<file path="config.mk">
export PLATFORM = sky130hd
export DESIGN_NAME = ld_par_track
export DESIGN_NICKNAME = d
export VERILOG_FILES = /design/src/rtl/ld_par_track.sv
export SDC_FILE = /design/constraint.sdc
export NUM_CORES = 1
export LEC_CHECK = 0
export BUFFER_PORTS_ARGS = -buffer_cell sky130_fd_sc_hd__buf_2
export CORE_MARGIN = 4
export CORE_UTILIZATION = 48
export CTS_BUF_LIST = sky130_fd_sc_hd__clkbuf_8
export DETAILED_ROUTE_END_ITERATION = 10
export PLACE_DENSITY = 0.77
export SYNTH_ARGS = -nofsm -noshare
export SYNTH_HDL_FRONTEND = slang
export SYNTH_SLANG_ARGS = --single-unit
</file>
<file path="constraint.sdc">
create_clock -name clk -period 1 [get_ports clk]
set_clock_uncertainty 0.1 [all_clocks]
set_input_delay 0.1 -clock clk [delete_from_list [all_inputs] [get_ports clk]]
set_output_delay 0.1 -clock clk [all_outputs]
set_load 0.03 [all_outputs]
</file>
<file path="src/rtl/ld_par_track.sv">
module ld_par_track #(
   parameter int IADDR_W = 32
) (
   input  logic               clk,
   input  logic               rst_n,
   input  logic               ld_valid_i,
   input  logic               load_bad_i,
   input  logic [IADDR_W-1:0] ld_iaddr_i,
   input  logic               commit_i,
   input  logic               squash_i,
   output logic               err_o,
   output logic [IADDR_W-1:0] err_iaddr_o
);
   logic               pend_q;
   logic [IADDR_W-1:0] pend_iaddr_q;
   logic               fire;

   assign fire = commit_i & ~squash_i & pend_q;

   always_ff @(posedge clk) begin
      if (!rst_n) begin
         pend_q       <= 1'b0;
         pend_iaddr_q <= '0;
         err_o        <= 1'b0;
         err_iaddr_o  <= '0;
      end else begin
         err_o <= fire;
         if (fire) err_iaddr_o <= pend_iaddr_q;
         if (ld_valid_i) begin
            pend_q       <= load_bad_i;
            pend_iaddr_q <= ld_iaddr_i;
         end else if (commit_i | squash_i) begin
            pend_q <= 1'b0;
         end
      end
   end

   // a squash never leads to a report in the next cycle
   assert_squash_wins_R6: assert property (@(posedge clk) disable iff (!rst_n)
      squash_i |=> !err_o);
   // a report always follows a sampled commit
   assert_report_after_commit_R5: assert property (@(posedge clk) disable iff (!rst_n)
      err_o |-> $past(commit_i));
   // the reported address moves only when a report starts
   assert_iaddr_hold_R7: assert property (@(posedge clk) disable iff (!rst_n)
      !err_o |-> $stable(err_iaddr_o));
endmodule

</file>
==> impl_metrics.py <==
metrics = {
    "setup_path": {
        "crit_fanout": 19,
        "critPathLaunch": "pend_q$_SDFFE_PN0P_",
        "cp-start-kind": "flip-flop",
        "cp.arrival_ns": 1.32,
        "cp.required_ns": 1.15,
        "critical_path_class": "flip-flop to flip-flop",
        "endpoint_kind": "flip-flop",
        "r2r_start": "pend_q$_SDFFE_PN0P_",
    },
    "sta": {
        "min_period_over_period_pct": 117,
        "timing.fmax_ghz": 0.854,
        "maxSlewHeadroom_pct": 82.7,
        "layout_setup_ws_ns": -0.172,
        "fin_hold_ws_ns": -0.0533,
        "finalSetupViolCount": 40,
        "drv_slew": 0,
        "rsz0062_at_grt": "yes",
        "worst_pin_slew_ns": 0.259,
        "fin_crit_ns": 1.17,
        "hold_violations": 1,
    },
    "layout": {
        "final_cell_area_sq_um": 3810,
        "fin_nets": 399,
        "area_delta_synth_final_pct": 49.9,
        "final_cell_mix": "nand2_1, mux2i_1, buf_2",
        "final_common_cell": "nand2_1",
        "antennaDiodeCount": 0,
        "num-fill-cells": 366,
        "drive_gt1_share_pct": 36.6,
    },
    "place": {
        "pre_cts_slack_ns": -0.135,
        "hpwl_um": 3330,
        "gp_congestion": 0.685,
        "place_area_sq_um": 2980,
        "numPortBuffers": 70,
    },
    "logic_synthesis": {
        "synth.area.top_cells": "dfxtp_1, mux2i_1, nand2_1",
        "synth_top_area_share_pct": 52.0,
        "syn_area_sq_um": 2540,
        "ys_warn_count": 0,
        "synth_cells": 250,
        "syn_avg_cell_area_sq_um": 10.2,
        "ys_seq_area_share_pct": 52.0,
        "synth_top_area_cell": "dfxtp_1",
        "ys_types": 12,
        "synth-seq-cells": 66,
        "synth_nets": 288,
    },
    "routing": {
        "vias_per_cell": 4.61,
        "drc": 0,
        "routedWlPerCell_um": 13.2,
        "first_pass_iters": 4,
        "postRouteAntennaNets": 0,
        "routed_wl_um": 5760,
        "drt_iter0_markers": 58,
        "num_vias": 2011,
    },
    "grt": {
        "antenna_found_initial": 0,
        "grt_pass1_vias": 1996,
        "groute.usage.overall_pct": 18.4,
        "grt_overflow_total": 0,
        "grt_max_degree": 60,
        "grt_pass1_wl_um": 9180,
    },
    "min_path": {
        "hp-class": "input pin to flip-flop",
        "min_from": "commit_i",
    },
    "status": {
        "violations": "hold timing, setup timing",
        "outcome": "finished with violations",
    },
    "cts": {
        "h-tree-depth": 3,
        "clock_path_buffers": 2,
        "clock_latency_ns": 0.33,
        "cts_buffers": 9,
        "cts-root-buf": "clkbuf_8",
        "path_clk_slew_ns": 0.07,
        "ctsHoldBuffers": 33,
        "cts_tree": "built",
        "cts_sinks": 66,
    },
    "power": {
        "p_leak_nw": 1.63,
        "max-vdd-ir-drop_v": 0.000928,
        "p_per_area_nw_per_um2": 1350,
    },
    "floorplan": {
        "initial_core_util_pct": 49.7,
        "dieArea_sq_um": 6520,
        "io-pin-count": 71,
        "chipHeight_um": 80.7,
        "core_sq_um": 5110,
        "rows": 26,
        "die_x_um": 80.7,
    },
    "flow_run": {
        "maxCapViolations": 0,
    },
}
==> final cells by class <==
cell class / instances / area [sq um] / share of cell area, %
Sequential cell: 66 / 1360 / 35.8
Multi-Input combinational cell: 165 / 1120 / 29.5
Clock inverter: 6 / 26.3 / 0.690
Tap cell: 70 / 87.6 / 2.30
Clock buffer: 10 / 138 / 3.62
Timing Repair Buffer: 119 / 1070 / 28.1
==> worst paths after layout <==
path | to | slack [ns] | cells after the start
max | err_iaddr_o[9]$_SDFFE_PN0P_ | -0.17 | 3
min | pend_q$_SDFFE_PN0P_ | -0.05 | 3
max reg2reg | err_iaddr_o[9]$_SDFFE_PN0P_ | -0.17 | 3
min reg2reg | err_iaddr_o[27]$_SDFFE_PN0P_ | 0.36 | 2
==> where the power goes <==
part | internal (W) | switching (W)
logic | 0.000300 | 0.000218
clock network | 0.000927 | 0.000937
registers | 0.00272 | 0.0000445
==> cells by family (layout without fill, tap and decap cells) <==
kind of cell | Yosys count | in the layout | synth area share (%)
buf+inv | 19 | 135 | 3.94
mux | 64 | 64 | 25.2
compound gates | 1 | 1 | 0.296
simple gates | 100 | 100 | 18.5
flops | 66 | 66 | 52.0
==> flip-flops by register name, summed over array words and instances (netlist names) <==
signal and cells:
err_o 1, err_iaddr_o 32, pend_q 1, pend_iaddr_q 32
==> metrics by stage <==
step / instances / TNS [ns] / total power, W / hold slack (ns) / utilization, %
final: 436 / -3.90 / 0.00514 / -0.0533 / 74.5
after detailed placement: 376 / -3.27 / 0.00322 / 0.265 / 58.3
after floorplan: 250 / -1.76 / 0.00308 / 0.148 / -
after global routing: 436 / -6.11 / 0.00536 / -0.0518 / 74.5
after global placement: 376 / -2.11 / 0.00321 / 0.256 / 58.3
after CTS: 428 / -4.46 / 0.00517 / -0.0526 / 73.2
==> critical path, cell delays in order, from the launching register on <==
cell and delay [ns]:
dfxtp_2 0.32, and3b_2 0.24, buf_12 0.20, mux2i_2 0.23
==> cell usage after synthesis <==
cell and number:
a21boi_1 1, and2_1 1, and3b_1 1, buf_2 8, buf_4 3, buf_6 1
clkbuf_1 7, dfxtp_1 66, mux2i_1 64, nand2_1 65, nor2b_1 32, or4b_1 1
==> layer usage <==
layer  global-route usage [%]  part of all wire [%]  wire, um
met2                     30.6                    50      2890
met5                        0                     0         0
met1                     21.6                    42      2420
met3                     5.16                   5.8       335
met4                     9.63                   2.1       119
==> what timing repair did <==
action	in CTS	in global routing
setup endpoints to repair	67	67
setup buffers	3	8
endpoints found under the hold margin	33	1
resized for setup	96	4
pin swaps	0	1
gates cloned	0	0
Power figures use the tool's default switching activity.
